===== src/rtl/i2cm_rx_pkg.sv =====
package i2cm_rx_pkg;

    localparam int unsigned I2CM_DATA_W = 8;
    localparam int unsigned I2CM_BAUD_W = 8;

    typedef enum logic [1:0] {
        ST_IDLE = 2'd0,
        ST_RX   = 2'd1,
        ST_ACK  = 2'd2
    } eng_state_e;

    typedef struct packed {
        logic buf_full;
        logic irq;
        logic overflow;
        logic wr_col;
    } rx_flags_t;

    // Open-drain pull request for the acknowledge slot: pull low to acknowledge.
    function automatic logic sda_pull_for(input logic nack);
        return ~nack;
    endfunction

endpackage


===== src/rtl/i2cm_baud_tick.sv =====
module i2cm_baud_tick #(
    parameter int unsigned BAUD_W = 8
) (
    input  logic              clk,
    input  logic              rst,
    input  logic              load,
    input  logic              run,
    input  logic [BAUD_W-1:0] reload,
    output logic              tick
);
    logic [BAUD_W-1:0] cnt;

    always_ff @(posedge clk) begin
        if (rst) begin
            cnt <= '0;
        end else if (load) begin
            cnt <= reload;
        end else if (run) begin
            if (cnt == '0) cnt <= reload;
            else           cnt <= cnt - 1'b1;
        end
    end

    assign tick = run && (cnt == '0);

    // Counter is frozen when not running (R3: counter stops after the byte)
    assert_frozen_idle_R3: assert property (@(posedge clk) disable iff (rst)
        (!run && !load) |=> (cnt == $past(cnt)));

endmodule


===== src/rtl/i2cm_rx_shifter.sv =====
module i2cm_rx_shifter #(
    parameter int unsigned DATA_W = 8
) (
    input  logic              clk,
    input  logic              rst,
    input  logic              clear,
    input  logic              sample,
    input  logic              sda_in,
    output logic [DATA_W-1:0] shift_q
);
    always_ff @(posedge clk) begin
        if (rst)         shift_q <= '0;
        else if (clear)  shift_q <= '0;
        else if (sample) shift_q <= {shift_q[DATA_W-2:0], sda_in};
    end
endmodule


===== src/rtl/i2cm_rx_status.sv =====
module i2cm_rx_status
    import i2cm_rx_pkg::*;
#(
    parameter int unsigned DATA_W = 8
) (
    input  logic              clk,
    input  logic              rst,
    input  logic              rx_active,
    input  logic              load,
    input  logic [DATA_W-1:0] new_byte,
    input  logic              ack_done,
    input  logic              buf_rd,
    input  logic              buf_wr,
    input  logic [DATA_W-1:0] wdata,
    input  logic              irq_clr,
    input  logic              err_clr,
    output logic [DATA_W-1:0] data_q,
    output rx_flags_t         fl_q
);
    logic wcol_hit, cpu_fill, keep_old, accept;

    assign wcol_hit = buf_wr && rx_active;
    assign cpu_fill = buf_wr && !rx_active;
    assign keep_old = load && fl_q.buf_full;
    assign accept   = load && !fl_q.buf_full;

    always_ff @(posedge clk) begin
        if (rst) begin
            data_q <= '0;
            fl_q   <= '0;
        end else begin
            if (accept)        data_q <= new_byte;
            else if (cpu_fill) data_q <= wdata;

            fl_q.buf_full <= accept ? 1'b1 : (buf_rd ? 1'b0 : fl_q.buf_full);
            fl_q.irq      <= (load || ack_done) ? 1'b1 : (irq_clr ? 1'b0 : fl_q.irq);
            fl_q.overflow <= keep_old ? 1'b1 : (err_clr ? 1'b0 : fl_q.overflow);
            fl_q.wr_col   <= wcol_hit ? 1'b1 : (err_clr ? 1'b0 : fl_q.wr_col);
        end
    end

    assert_rd_clears_R4: assert property (@(posedge clk) disable iff (rst)
        (buf_rd && !load) |=> !fl_q.buf_full);

    assert_overflow_keeps_R5: assert property (@(posedge clk) disable iff (rst)
        (load && fl_q.buf_full) |=> (fl_q.overflow && data_q == $past(data_q)));

    assert_wcol_keeps_R6: assert property (@(posedge clk) disable iff (rst)
        (buf_wr && rx_active && !load) |=> (fl_q.wr_col && data_q == $past(data_q)));

    assert_irq_sticky_R8: assert property (@(posedge clk) disable iff (rst)
        (fl_q.irq && !irq_clr) |=> fl_q.irq);

endmodule


===== src/rtl/i2cm_rx_engine.sv =====
module i2cm_rx_engine
    import i2cm_rx_pkg::*;
#(
    parameter int unsigned DATA_W = I2CM_DATA_W,
    parameter int unsigned BAUD_W = I2CM_BAUD_W
) (
    input  logic              clk,
    input  logic              rst,
    input  logic [BAUD_W-1:0] baud_reload,
    input  logic              rcv_start,
    input  logic              ack_start,
    input  logic              ack_nack,
    input  logic              buf_rd,
    input  logic              buf_wr,
    input  logic [DATA_W-1:0] buf_wdata,
    input  logic              irq_clr,
    input  logic              err_clr,
    input  logic              sda_in,
    output logic              scl_oe,
    output logic              sda_oe,
    output logic              busy,
    output logic [DATA_W-1:0] rx_data,
    output logic              buf_full,
    output logic              irq,
    output logic              overflow,
    output logic              wr_collision
);
    localparam int HALF_W = $clog2(2 * DATA_W);
    localparam logic [HALF_W-1:0] RX_LAST  = HALF_W'(2 * DATA_W - 1);
    localparam logic [HALF_W-1:0] ACK_LAST = HALF_W'(1);

    eng_state_e        state;
    logic [HALF_W-1:0] hcnt;
    logic              scl_low, sda_drive;
    logic              tick, go_rx, go_ack, last_half, rx_done, ack_done, sample;
    logic [DATA_W-1:0] shift_q;
    rx_flags_t         flags;

    assign go_rx     = (state == ST_IDLE) && rcv_start;
    assign go_ack    = (state == ST_IDLE) && !rcv_start && ack_start;
    assign last_half = ((state == ST_RX)  && (hcnt == RX_LAST)) ||
                       ((state == ST_ACK) && (hcnt == ACK_LAST));
    assign rx_done   = tick && (state == ST_RX)  && (hcnt == RX_LAST);
    assign ack_done  = tick && (state == ST_ACK) && (hcnt == ACK_LAST);
    assign sample    = tick && (state == ST_RX)  && !hcnt[0];

    i2cm_baud_tick #(.BAUD_W(BAUD_W)) u_baud (
        .clk    (clk),
        .rst    (rst),
        .load   (go_rx || go_ack),
        .run    (state != ST_IDLE),
        .reload (baud_reload),
        .tick   (tick)
    );

    i2cm_rx_shifter #(.DATA_W(DATA_W)) u_shift (
        .clk     (clk),
        .rst     (rst),
        .clear   (go_rx),
        .sample  (sample),
        .sda_in  (sda_in),
        .shift_q (shift_q)
    );

    i2cm_rx_status #(.DATA_W(DATA_W)) u_status (
        .clk       (clk),
        .rst       (rst),
        .rx_active (state == ST_RX),
        .load      (rx_done),
        .new_byte  (shift_q),
        .ack_done  (ack_done),
        .buf_rd    (buf_rd),
        .buf_wr    (buf_wr),
        .wdata     (buf_wdata),
        .irq_clr   (irq_clr),
        .err_clr   (err_clr),
        .data_q    (rx_data),
        .fl_q      (flags)
    );

    always_ff @(posedge clk) begin
        if (rst) begin
            state     <= ST_IDLE;
            hcnt      <= '0;
            scl_low   <= 1'b0;
            sda_drive <= 1'b0;
        end else begin
            case (state)
                ST_IDLE: begin
                    if (go_rx) begin
                        state   <= ST_RX;
                        hcnt    <= '0;
                        scl_low <= 1'b1;
                    end else if (go_ack) begin
                        state     <= ST_ACK;
                        hcnt      <= '0;
                        scl_low   <= 1'b1;
                        sda_drive <= sda_pull_for(ack_nack);
                    end
                end
                default: begin
                    if (tick) begin
                        if (last_half) begin
                            state     <= ST_IDLE;
                            scl_low   <= 1'b1;
                            sda_drive <= 1'b0;
                        end else begin
                            hcnt    <= hcnt + 1'b1;
                            scl_low <= hcnt[0];
                        end
                    end
                end
            endcase
        end
    end

    assign scl_oe       = scl_low;
    assign sda_oe       = sda_drive;
    assign busy         = (state != ST_IDLE);
    assign buf_full     = flags.buf_full;
    assign irq          = flags.irq;
    assign overflow     = flags.overflow;
    assign wr_collision = flags.wr_col;

    assert_scl_held_after_seq_R3: assert property (@(posedge clk) disable iff (rst)
        $fell(busy) |-> scl_oe);

    assert_sda_free_in_rx_R2: assert property (@(posedge clk) disable iff (rst)
        (state == ST_RX) |-> !sda_oe);

    assert_start_ignored_R1: assert property (@(posedge clk) disable iff (rst)
        (state == ST_RX && !tick) |=> (state == ST_RX));

    assert_ack_release_R7: assert property (@(posedge clk) disable iff (rst)
        ack_done |=> (!sda_oe && irq));

endmodule


===== config.mk =====
export PLATFORM = sky130hd
export DESIGN_NAME = i2cm_rx_engine
export DESIGN_NICKNAME = d
export VERILOG_FILES = /design/src/rtl/i2cm_rx_pkg.sv /design/src/rtl/i2cm_baud_tick.sv /design/src/rtl/i2cm_rx_shifter.sv /design/src/rtl/i2cm_rx_status.sv /design/src/rtl/i2cm_rx_engine.sv
export SDC_FILE = /design/constraint.sdc
export NUM_CORES = 1
export LEC_CHECK = 0
export BUFFER_PORTS_ARGS = -buffer_cell sky130_fd_sc_hd__buf_2
export CORE_MARGIN = 4
export CORE_UTILIZATION = 40
export DETAILED_ROUTE_END_ITERATION = 12
export HOLD_SLACK_MARGIN = 0.1
export SLEW_MARGIN = 20
export SYNTH_ARGS = -nofsm -noshare
export SYNTH_HDL_FRONTEND = slang
export SYNTH_SLANG_ARGS = --single-unit

===== constraint.sdc =====
create_clock -name clk -period 2.4 [get_ports clk]
set_input_delay 0.24 -clock clk [delete_from_list [all_inputs] [get_ports clk]]
set_output_delay 0.24 -clock clk [all_outputs]
set_load 0.01 [all_outputs]

Yosys cells after proc, flatten, opt, wreduce, memory -nomap -nowiden
Index checks and enable logic that the tools add are counted. W data, S select, Z words.

Bits in registers: 36. Input bits: 26. Output and inout bits: 15. Logic and storage cells: 92.

$add $sub $neg: 2. Eq/ne operators: 8. Mux-type cells: 32. Bitwise gates (word level): 1. Reduce and logical (&&, ||, !) cells: 38.

Operator list (count): $mux W8 (5); $mux W4 (5); $reduce_bool A2 Y1 (9); $mux W1 (17); $logic_and A1 B1 Y1 (15); $mux W2 (5); $logic_not A8 Y1 (1); $sub A8 B1 Y8 const B (1); $reduce_and A3 Y1 (2); $add A4 B1 Y4 const B (1); $eq A4 B1 Y1 const B (1); $eq A4 B4 Y1 const B (1); $logic_not A1 Y1 (4); $ne A2 B2 Y1 const B (2); $reduce_and A4 Y1 (1); $logic_or A1 B1 Y1 (3); $ne A3 B3 Y1 const B (1); $eq A2 B1 Y1 const B (1); $eq A2 B2 Y1 const B (1); $logic_not A2 Y1 (1); $ne A2 B1 Y1 const B (1); $reduce_and A2 Y1 (1); $reduce_or A2 Y1 (1); $not A1 Y1 (1).

Logic depth before layout (Yosys ltp)
Gate-level depths: netlist of the first run.

Depth in word-level cells: 6. Depth in mapped cells: 9. Depth with buffers taken out: 7.

By module
From an unflattened synthesis of the first run, not the netlist that was laid out.

Cell total of the unflattened synthesis: 215. Area, all modules: 1933.1 um^2.

Modules (own cells, without submodules): i2cm_baud_tick (times used 1, cells each 69, area an instance 593.1 um^2, sequential area each 160.2 um^2); i2cm_rx_status (times used 1, cells each 61, area an instance 574.3 um^2, sequential area each 240.2 um^2); i2cm_rx_engine (times used 1, cells each 58, area an instance 470.5 um^2, sequential area each 160.2 um^2); i2cm_rx_shifter (times used 1, cells each 27, area an instance 295.3 um^2, sequential area each 160.2 um^2).

Least setup slack after synthesis of the first run
No wires, ideal clock.

Path kind: register to register. Start: reg u_baud.cnt[0]. End: reg u_status.data_q[6]. Setup time: 139 ps. Arrival: 2003 ps. Data required time: 2261 ps. Path slack: 258 ps. Cell stages (with the launch flop): 10. Path buffers: 2. Clock period less this slack: 2142 ps. Path through: dfxtp_1 -> inv_1 -> ha_1 -> or4b_4 -> nand2b_4 -> or3_1 -> buf_2 -> buf_4 -> nor2_1 -> a211oi_2.

Cells in the longest elaborated chain, start to end: 6. Elaborated cells between the ends (all ways): 7. Classes of those cells: 1 x mux; 6 x reduce/logical.

RTL lines: start: declaration (RTL line i2cm_baud_tick.sv:11) `logic [BAUD_W-1:0] cnt;`; start signal: assignment (RTL line i2cm_baud_tick.sv:17) `cnt <= reload;`; start signal: assignment (RTL line i2cm_baud_tick.sv:19) `if (cnt == '0) cnt <= reload;`; start signal: assignment (RTL line i2cm_baud_tick.sv:20) `else cnt <= cnt - 1'b1;`; $logic_not A8 Y1 * (RTL line i2cm_baud_tick.sv:24) `assign tick = run && (cnt == '0);`; $logic_and A1 B1 Y1 * (RTL line i2cm_baud_tick.sv:24); $logic_and A1 B1 Y1 * (2 in series) (RTL line i2cm_rx_engine.sv:43) `assign rx_done = tick && (state == ST_RX) && (hcnt == RX_LAST);`; $logic_and A1 B1 Y1 * (RTL line i2cm_rx_status.sv:25) `assign accept = load && !fl_q.buf_full;`; $mux W8 / $reduce_bool A2 Y1 (equally long branches); end signal: assignment (RTL line i2cm_rx_status.sv:32) `if (accept) data_q <= new_byte;`; end signal: assignment (RTL line i2cm_rx_status.sv:33) `else if (cpu_fill) data_q <= wdata;`; end: declaration (RTL line i2cm_rx_status.sv:17) `output logic [DATA_W-1:0] data_q,`.

Every way passes the cells marked *; elsewhere a longest branch is shown, timed or not. A chain may end at the register's enable or synchronous reset.

Final worst setup path of the first run
Start: reg u_baud.cnt[0]. End: reg u_status.data_q[1].

Same word-level chain as after synthesis.

==> impl_metrics.tcl, run 1 <==
set metrics [dict create \
    fin_cells 307 \
    cts_setup_buffers 0 \
    min_from "buf_wr" \
    yosysTopAreaCell "dfxtp_1" \
    drt-initial-drc-count 69 \
    io_buffers 40 \
    nets 283 \
    vias 1600 \
    crit_fanout 17 \
    die_w_microns 74.7 \
    fin_skew_ns 0.00709 \
    grt_start_max_net_pins 27 \
    fin_crit_ns 2.21 \
    drt-vias-per-instance 5.21 \
    critPathKind "reg -> reg" \
    arrival_ns 2.38 \
    post-route-cell-area_sq_mm 0.00217 \
    worst_slew_pin_slew_ns 0.507 \
    report.final.setup_viol 0 \
    rows 24 \
    synth.top_cell.area_share 0.404 \
    grt_pass1_wl_microns 6440 \
    area_delta_synth_final_pct 21.8 \
    r2r-start "u_baud.cnt[0]" \
    startpoint_type "register" \
    clk_pin_slew_ns 0.08 \
    start_util 0.412 \
    place_area_sq_mm 0.00206 \
    p_int_w 0.00113 \
    min_path_cells 3 \
    p_leak_nw 0.909 \
    outcome "finished clean" \
    clockPowerShare 0.331 \
    drive_above_1_share 0.286 \
    clk_latency_ns 0.29 \
    diodes 0 \
    ys_seq_area_frac 0.404 \
    synth_most_common_cell "dfxtp_1" \
    drv_slew 0 \
    coreArea_sq_mm 0.00432 \
    synth_area_leaders "dfxtp_1 40%, a21oi_1 6.2%, nand2_1 5.7%" \
    p_sw_frac 0.301 \
    cts_tree "built" \
    end_kind "register" \
    powerDensity_mw_per_mm2 747 \
    r2r-end "u_status.data_q[1]" \
    syn-num-nets 238 \
    netlist_area_sq_mm 0.00178 \
    rsz0062_at_grt "false" \
    antenna_found_initial 0 \
    hp-class "in -> reg" \
    avgSynthCellArea_sq_um 8.52 \
    postCtsHoldBufs 0 \
    ys_warn_count 0 \
    grt_overflow_total 0 \
    boundaryPins 41 \
    drt_pass1_iterations 4 \
    p_comb_frac 0.243 \
    pre_cts_slack_ns 0.201 \
    ant_nets 0 \
    clock_path_buffers 2 \
    placed_cells_incl_taps 299 \
    finalHoldViolCount 0 \
    fmax_mhz 452 \
    post_cts_resized 0 \
    ys.flop_type "dfxtp_1" \
    holdWs_ns 0.196 \
    reg2reg_depth 8 \
    synthCells 209 \
    cap_viol_max_count 0 \
    clock_sinks 36 \
    gp_congestion 0.772 \
    finalSetupTns_ns 0 \
    die-area_sq_mm 0.00559 \
    h-tree-depth 2 \
    routedWlPerCell_microns 12.8 \
    die_h_microns 74.7 \
    ys_ff_latch 36 \
    fin_crit_sh 0.922 \
    fin_ws_ns 0.187 \
    cts_root_buf "clkbuf_8" \
    seqPwrFrac 0.426 \
    track_usage 0.147 \
    grt_pass1_vias 1438 \
    finalWirelength_microns 3930 \
    cp.required_ns 2.57 \
    drc 0 \
    dp_hpwl_microns 2810 \
    slew_headroom 0.653 \
    synth_edf_count 0 \
    switching_power_w 0.000488 \
    numCtsBuffers 5 \
    synth_cell_types 38 \
    min_to "u_status.fl_q[0]" \
    async_flop_share 0 \
    r2r_slack_ns 0.19 \
    synth_commonest_cells "36 x dfxtp_1, 27 x nand2_1, 26 x nor2_1, 22 x a21oi_1, 9 x mux2i_1" \
    irDropWorstVdd_mv 0.342 \
]
worst max-delay path by stage:
stage / startpoint / end / slack [ns] / cells past startpoint
6_report: u_baud.cnt[0] / u_status.data_q[1] / 0.19 / 8
2_1_floorplan: u_baud.cnt[0] / u_status.data_q[6] / 0.26 / 9
3_3_place_gp: u_baud.cnt[0] / u_status.data_q[4] / 0.24 / 8
5_1_grt: u_baud.cnt[0] / u_status.data_q[5] / 0.07 / 8
4_1_cts: u_baud.cnt[0] / u_status.data_q[0] / 0.18 / 8
3_5_place_dp: u_baud.cnt[0] / u_status.data_q[3] / 0.20 / 8
cell type report:
| class | count | area [sq um] |
|---|---|---|
| repair buffers | 49 | 268 |
| fillers | 449 | 2150 |
| clock inverters | 3 | 42.5 |
| flip-flops and latches | 36 | 721 |
| well taps | 52 | 65.1 |
| inverters | 6 | 22.5 |
| clock buffers | 5 | 68.8 |
| multi-input cells | 156 | 982 |
power by group through the flow:
stage | Combinational, W | Clock [W] | Sequential, W
floorplan | 0.000288 | 0 | 0.000702
global placement | 0.000392 | 0 | 0.000703
detailed placement | 0.000395 | 0 | 0.000704
CTS | 0.000396 | 0.000553 | 0.000690
global route | 0.000437 | 0.000572 | 0.000699
finish | 0.000393 | 0.000537 | 0.000690
worst max-delay path: stages (launching register included):
cell and delay [ns]:
dfxtp_1 0.35, inv_1 0.06, ha_1 0.18, or4b_4 0.51
nand2b_4 0.22, or3_1 0.36, buf_4 0.21, nor2_1 0.13
a211oi_2 0.06
cell families (layout without fill, tap and decap cells):
logic type / after synthesis / in the layout / share of synthesized area
simple gates: 87 / 87 / 0.248
compound gates: 55 / 55 / 0.222
buf+inv: 17 / 63 / 0.0442
xor+xnor: 2 / 2 / 0.00983
fa+ha+maj: 3 / 3 / 0.0211
flops: 36 / 36 / 0.404
mux: 9 / 9 / 0.0506
flip-flops by register name (all words and copies together) (netlist names):
register	cells
scl_oe	1
sda_oe	1
state	2
u_status.data_q	8
u_status.fl_q	4
u_shift.shift_q	8
u_baud.cnt	8
hcnt	4
metal layers:
| metal | up-vias | GRT usage | wire, microns |
|---|---|---|---|
| met5 | - | 0 | 0 |
| met4 | 0 | 0.0474 | 42 |
| met3 | 5 | 0.0401 | 231 |
| met2 | 43 | 0.245 | 1850 |
| met1 | 712 | 0.185 | 1810 |
| li1 | 840 | - | - |
cells in the final DEF, fill, tap and decap left out:
master      netlist  layout
nand2b_1          5       5
nor2_1           26      26
nand2b_4          1       1
or4b_4            1       1
clkinv_2          0       1
dfxtp_1          36      36
nor3_1            6       6
a2111oi_2         2       2
a21o_1            1       1
clkinvlp_4        0       1
o22ai_1           3       3
bufinv_16         0       1
or4b_1            1       1
buf_2             3      40
a21oi_1          22      22
a221oi_1          1       1
nand4_1           1       1
xnor2_1           2       2
nor3_2            2       2
buf_4             1       9
ha_1              3       3
a32oi_1           1       1
nand2_1          27      27
a22oi_1           1       1
or4_1             2       2
inv_1             6       6
o221a_2           2       2
or3_1             5       5
nand3b_1          1       1
and4b_1           1       1
o21ai_0           7       7
nand3_1           3       3
nor2b_1           3       3
a31oi_1           6       6
nand4b_1          1       1
o2111ai_1         1       1
nand4bb_1         1       1
mux2i_1           9       9
clkbuf_8          0       5
a211oi_2          8       8
stage by stage:
stage                     power (W)   util
after floorplan            0.000990      -
after global placement      0.00109  0.476
after detailed placement    0.00110  0.476
after CTS                   0.00164  0.502
after global routing        0.00171  0.502
final                       0.00162  0.502
Power figures use the tool's default switching activity.
==> run 2: changes to the inputs <==
- SETUP_SLACK_MARGIN: unset -> 0.2
==> run 2 against run 1 <==
  * Flip-flop and latch count unchanged
  * Die area unchanged
  * Utilization grew 0.90 points
  * Hold slack better by 0.0011 ns
  * Global-route usage increased by 0.25 points
  * Sequential share of layout area shrank 0.47 points
  * Via count is 0.94% higher
  * Highest routed layer unchanged
  * Clock skew increased by 0.00066 ns
==> impl_metrics.tcl, run 2 (synthesis results as in run 1) <==
set metrics [dict create \
    nets 285 \
    gp_congestion 0.772 \
    pre_cts_slack_ns 0.201 \
    worst-path-buf-inv 2 \
    seqPwrFrac 0.421 \
    die_w_microns 74.7 \
    max_stage_delay_ns 0.50 \
    hp-class "in -> reg" \
    finalWirelength_microns 3980 \
    fin_ws_ns 0.265 \
    p_sw_frac 0.301 \
    dp_hpwl_microns 2810 \
    drt-initial-drc-count 70 \
    cts_root_buf "clkbuf_8" \
    area_delta_synth_final_pct 23.9 \
    finalSetupTns_ns 0 \
    clock_sinks 36 \
    grt_overflow_total 0 \
    numCtsBuffers 5 \
    worstPathCellList "inv_1 > ha_2 > or4b_4 > nand2b_4 > or3_4 > buf_8 > nor2_1 > a211oi_2" \
    diodes 0 \
    routedWlPerCell_microns 12.9 \
    io_buffers 40 \
    fin_crit_ns 2.13 \
    arrival_ns 2.30 \
    clockPowerShare 0.325 \
    drive_above_1_share 0.315 \
    largestRegisters "u_baud.cnt: 8 flops, u_shift.shift_q: 8 flops, u_status.data_q: 8 flops" \
    clk_latency_ns 0.29 \
    worstSetupStartpoint "u_baud.cnt[0]" \
    antenna_found_initial 0 \
    cts_tree "built" \
    die-area_sq_mm 0.00559 \
    clk_pin_slew_ns 0.08 \
    fin_skew_ns 0.00775 \
    critical_path_depth 8 \
    start_util 0.412 \
    endpoint "u_status.data_q[1]" \
    boundaryPins 41 \
    rows 24 \
    grt_start_max_net_pins 27 \
    h-tree-depth 2 \
    reg2reg_depth 8 \
    finalHoldViolCount 0 \
    p_leak_nw 0.920 \
    coreArea_sq_mm 0.00432 \
    layout_common_cells "40 x buf_2, 34 x dfxtp_1, 27 x nand2_1" \
    nFillCells 446 \
    drv_slew 0 \
    end_kind "register" \
    startpoint_type "register" \
    drt_pass1_iterations 4 \
    report.final.setup_viol 0 \
    placed_cells_incl_taps 299 \
    switching_power_w 0.000494 \
    fin_cells 309 \
    worst_slew_pin_slew_ns 0.507 \
    r2r_slack_ns 0.27 \
    critPathKind "reg -> reg" \
    irDropWorstVdd_mv 0.341 \
    cp_slowest_cell "or4b_4" \
    track_usage 0.150 \
    cap_viol_max_count 0 \
    powerDensity_mw_per_mm2 744 \
    crit_family "simple AND/OR/NAND/NOR gates" \
    cp.required_ns 2.57 \
    drt-vias-per-instance 5.23 \
    outcome "finished clean" \
    vias 1615 \
    r2r-start "u_baud.cnt[0]" \
    ant_nets 0 \
    p_int_w 0.00115 \
    fin_crit_sh 0.889 \
    die_h_microns 74.7 \
    clock_path_buffers 2 \
    rsz0062_at_grt "true" \
    slew_headroom 0.652 \
    grt_pass1_vias 1455 \
    final_common_cell "buf_2" \
    fmax_mhz 468 \
    drc 0 \
    grt_pass1_wl_microns 6530 \
    crit_fanout 17 \
    r2r-end "u_status.data_q[1]" \
    p_comb_frac 0.254 \
]
==> run 2: area by class of cell <==
type	instances	area, sq um	share of cell area
inverter	6	22.5	0.0102
timing repair buffer	50	283	0.128
clock buffer	5	68.8	0.0312
multi-input combinational	157	1000	0.454
sequential	36	723	0.327
tap	52	65.1	0.0295
clock inverter	3	42.5	0.0193
==> run 2: what timing repair did <==
| item | 4_1_cts | 5_1_grt |
|---|---|---|
| gates resized for setup | 0 | 8 |
| gates cloned | 1 | 0 |
| setup endpoints to repair | 8 | 13 |
| setup buffers | 0 | 1 |
| hold buffers | 0 | 0 |
==> run 2: tightest hold or removal path, cell delays in order <==
cell and delay, ns:
buf_2 0.09, a21oi_1 0.05, nor2_1 0.07
==> run 2: power groups by stage <==
stage          combinational, W  clock (W)  sequential [W]
2_1_floorplan          0.000288          0        0.000702
3_3_place_gp           0.000392          0        0.000703
3_5_place_dp           0.000395          0        0.000704
4_1_cts                0.000409   0.000553        0.000690
5_1_grt                0.000463   0.000572        0.000700
6_report               0.000417   0.000534        0.000691
==> run 2: metrics by stage <==
step,hold slack [ns],power (W),util,instance area (sq um)
after floorplan,0.379,0.000990,-,1780
after global placement,0.450,0.00109,0.476,2060
after detailed placement,0.449,0.00110,0.476,2060
after CTS,0.193,0.00165,0.504,2180
after global routing,0.204,0.00174,0.511,2210
final,0.197,0.00164,0.511,2210
==> run 2: worst min-delay path by stage <==
| stage | startpoint | endpoint | slack [ns] | cells after the start |
|---|---|---|---|---|
| 3_3_place_gp | u_shift.shift_q[7] | u_shift.shift_q[7] | 0.45 | 2 |
| 5_1_grt | baud_reload[7] | u_baud.cnt[7] | 0.20 | 3 |
| 4_1_cts | buf_wr | u_status.fl_q[0] | 0.19 | 3 |
| 6_report | buf_wr | u_status.fl_q[0] | 0.20 | 3 |
| 3_5_place_dp | u_shift.shift_q[7] | u_shift.shift_q[7] | 0.45 | 2 |
| 2_1_floorplan | buf_wr | u_status.fl_q[0] | 0.38 | 2 |
==> run 2: routing by layer <==
layer | part of all wire | up-vias | wire, microns | global-route usage
li1 | - | 847 | - | -
met1 | 0.46 | 733 | 1850 | 0.189
met2 | 0.48 | 30 | 1890 | 0.249
met4 | 0.011 | 0 | 42 | 0.0474
met5 | 0 | - | 0 | 0
met3 | 0.049 | 5 | 196 | 0.0401
==> run 3: changes to the inputs <==
- CORE_MARGIN: 4 -> 2
==> run 3 against run 2 <==
  * Flip-flop and latch count stayed put
  * Utilization is 0.52 points higher
  * Hold slack hardly changed
  * Design area is 1.0% higher
  * Final cell count is 0.32% higher
  * Clock power is 1% lower
  * Register-to-register slack better by 0.03 ns
  * Total power is 1.1% higher
  * Die area is 10% lower
  * Combinational power is 5.8% higher
  * Highest routed layer unchanged
  * Fmax is 1.5% higher
  * Global-route usage is 1.8 points higher
==> impl_metrics.tcl, run 3 (synthesis results as in run 1) <==
set metrics [dict create \
    outcome "finished clean" \
    startpoint_type "register" \
    routedWlPerCell_microns 12.7 \
    coreArea_sq_mm 0.00432 \
    io_buffers 40 \
    track_usage 0.167 \
    drt_pass1_iterations 4 \
    max_stage_delay_ns 0.48 \
    die_w_microns 70.7 \
    antenna_found_initial 0 \
    rsz0062_at_grt "false" \
    cts_tree "built" \
    h-tree-depth 2 \
    hp-class "in -> reg" \
    numCtsBuffers 5 \
    worst-path-buf-inv 2 \
    multi_input_area_sq_mm 0.00102 \
    power_w 0.00166 \
    largestRegisters "u_baud.cnt: 8 flops, u_shift.shift_q: 8 flops, u_status.data_q: 8 flops" \
    postCtsHoldBufs 0 \
    grt_pass1_wl_microns 6750 \
    cts_root_buf "clkbuf_8" \
    drt-vias-per-instance 5.41 \
    finalHoldViolCount 0 \
    die_h_microns 70.7 \
    dp_hpwl_microns 2750 \
    drt-initial-drc-count 89 \
    clock_path_buffers 2 \
    grt_pass1_vias 1497 \
    layout_common_cells "40 x buf_2, 35 x dfxtp_1, 27 x nand2_1" \
    cp.required_ns 2.62 \
    rows 24 \
    cap_viol_max_count 0 \
    worst_slew_pin_slew_ns 0.501 \
    gp_congestion 0.808 \
    start_util 0.412 \
    drv_slew 0 \
    slew_headroom 0.657 \
    r2r_slack_ns 0.30 \
    grt_start_max_net_pins 27 \
    grt_overflow_total 0 \
    irDropWorstVdd_mv 0.360 \
    boundaryPins 41 \
    area_delta_synth_final_pct 25.2 \
    worstPathCellList "inv_1 > ha_4 > or4b_4 > nand2b_4 > buf_4 > or3_4 > a21o_1 > a21oi_1" \
    fmax_mhz 475 \
    finalSetupTns_ns 0 \
    p_leak_nw 0.926 \
    ant_nets 0 \
    powerDensity_mw_per_mm2 744 \
    vias 1677 \
    cp_slowest_cell "or4b_4" \
    fin_crit_ns 2.10 \
    end_kind "register" \
    clk_pin_slew_ns 0.08 \
    drive_above_1_share 0.329 \
    die-area_sq_mm 0.00500 \
    finalWirelength_microns 3930 \
    clock_sinks 36 \
    critPathKind "reg -> reg" \
    diodes 0 \
    final_common_cell "buf_2" \
    report.final.setup_viol 0 \
    drc 0 \
    nFillCells 457 \
    crit_fanout 7 \
    crit_family "simple AND/OR/NAND/NOR gates" \
    fin_skew_ns 0.00951 \
    fin_crit_sh 0.876 \
    regArea_sq_um 722 \
    arrival_ns 2.32 \
    nets 286 \
    clk_latency_ns 0.29 \
]
-- run 3: changes by cell type in the layout (fill, tap and decap cells not counted) --
| cell | before | now |
|---|---|---|
| dfxtp_2 | 2 | 1 |
| nor2_2 | 2 | 4 |
| ha_2 | 1 | 0 |
| dfxtp_1 | 34 | 35 |
| buf_6 | 0 | 1 |
| inv_2 | 0 | 1 |
| buf_4 | 9 | 11 |
| o22ai_2 | 0 | 1 |
| nand2b_2 | 1 | 0 |
| ha_4 | 0 | 1 |
| nor2_1 | 24 | 22 |
| buf_8 | 1 | 0 |
| o22ai_1 | 3 | 2 |
| inv_1 | 6 | 5 |
-- run 3: final timing paths --
path	start	endpoint	cells after the start
max	u_baud.cnt[1]	hcnt[0]	8
min	baud_reload[7]	u_baud.cnt[7]	3
max reg2reg	u_baud.cnt[1]	hcnt[0]	8
min reg2reg	u_shift.shift_q[7]	u_shift.shift_q[7]	2
-- run 3: through the flow --
step                area, sq um  std cells  setup WS (ns)  hold WS (ns)   util
floorplan                  1780        209          0.258         0.379      -
global placement           2060        299          0.247         0.448  0.476
detailed placement         2060        299          0.173         0.449  0.476
CTS                        2190        309          0.212         0.193  0.506
global route               2230        310          0.201         0.199  0.516
finish                     2230        310          0.297         0.197  0.516
-- run 3: report_power, final --
group / internal [W] / switching (W)
combinational: 0.000215 / 0.000226
sequential: 0.000646 / 0.0000465
clock: 0.000307 / 0.000219
total: 0.00117 / 0.000492
-- run 3: timing repair --
action,4_1_cts,5_1_grt
setup endpoints to repair,8,20
buffers inserted,2,1
resized for setup,1,10
-- run 3: worst min-delay path, cell delays in order --
cell	delay (ns)
buf_2	0.09
nand2_1	0.04
a31oi_1	0.06
-- run 3: area by class of cell --
| cell class | count | area share |
|---|---|---|
| clock inverters | 3 | 0.0191 |
| multi-input cells | 156 | 0.455 |
| flip-flops and latches | 36 | 0.324 |
| well taps | 52 | 0.0292 |
| repair buffers | 52 | 0.132 |
| inverters | 6 | 0.0101 |
| clock buffers | 5 | 0.0308 |
-- run 3: per-layer routing --
metal,vias up,track usage,share of wire,wire [microns]
met2,50,0.272,0.48,1880
met3,2,0.0499,0.056,221
li1,848,-,-,-
met5,-,0,0,0
met4,0,0.0503,0.0066,26
met1,777,0.215,0.46,1810
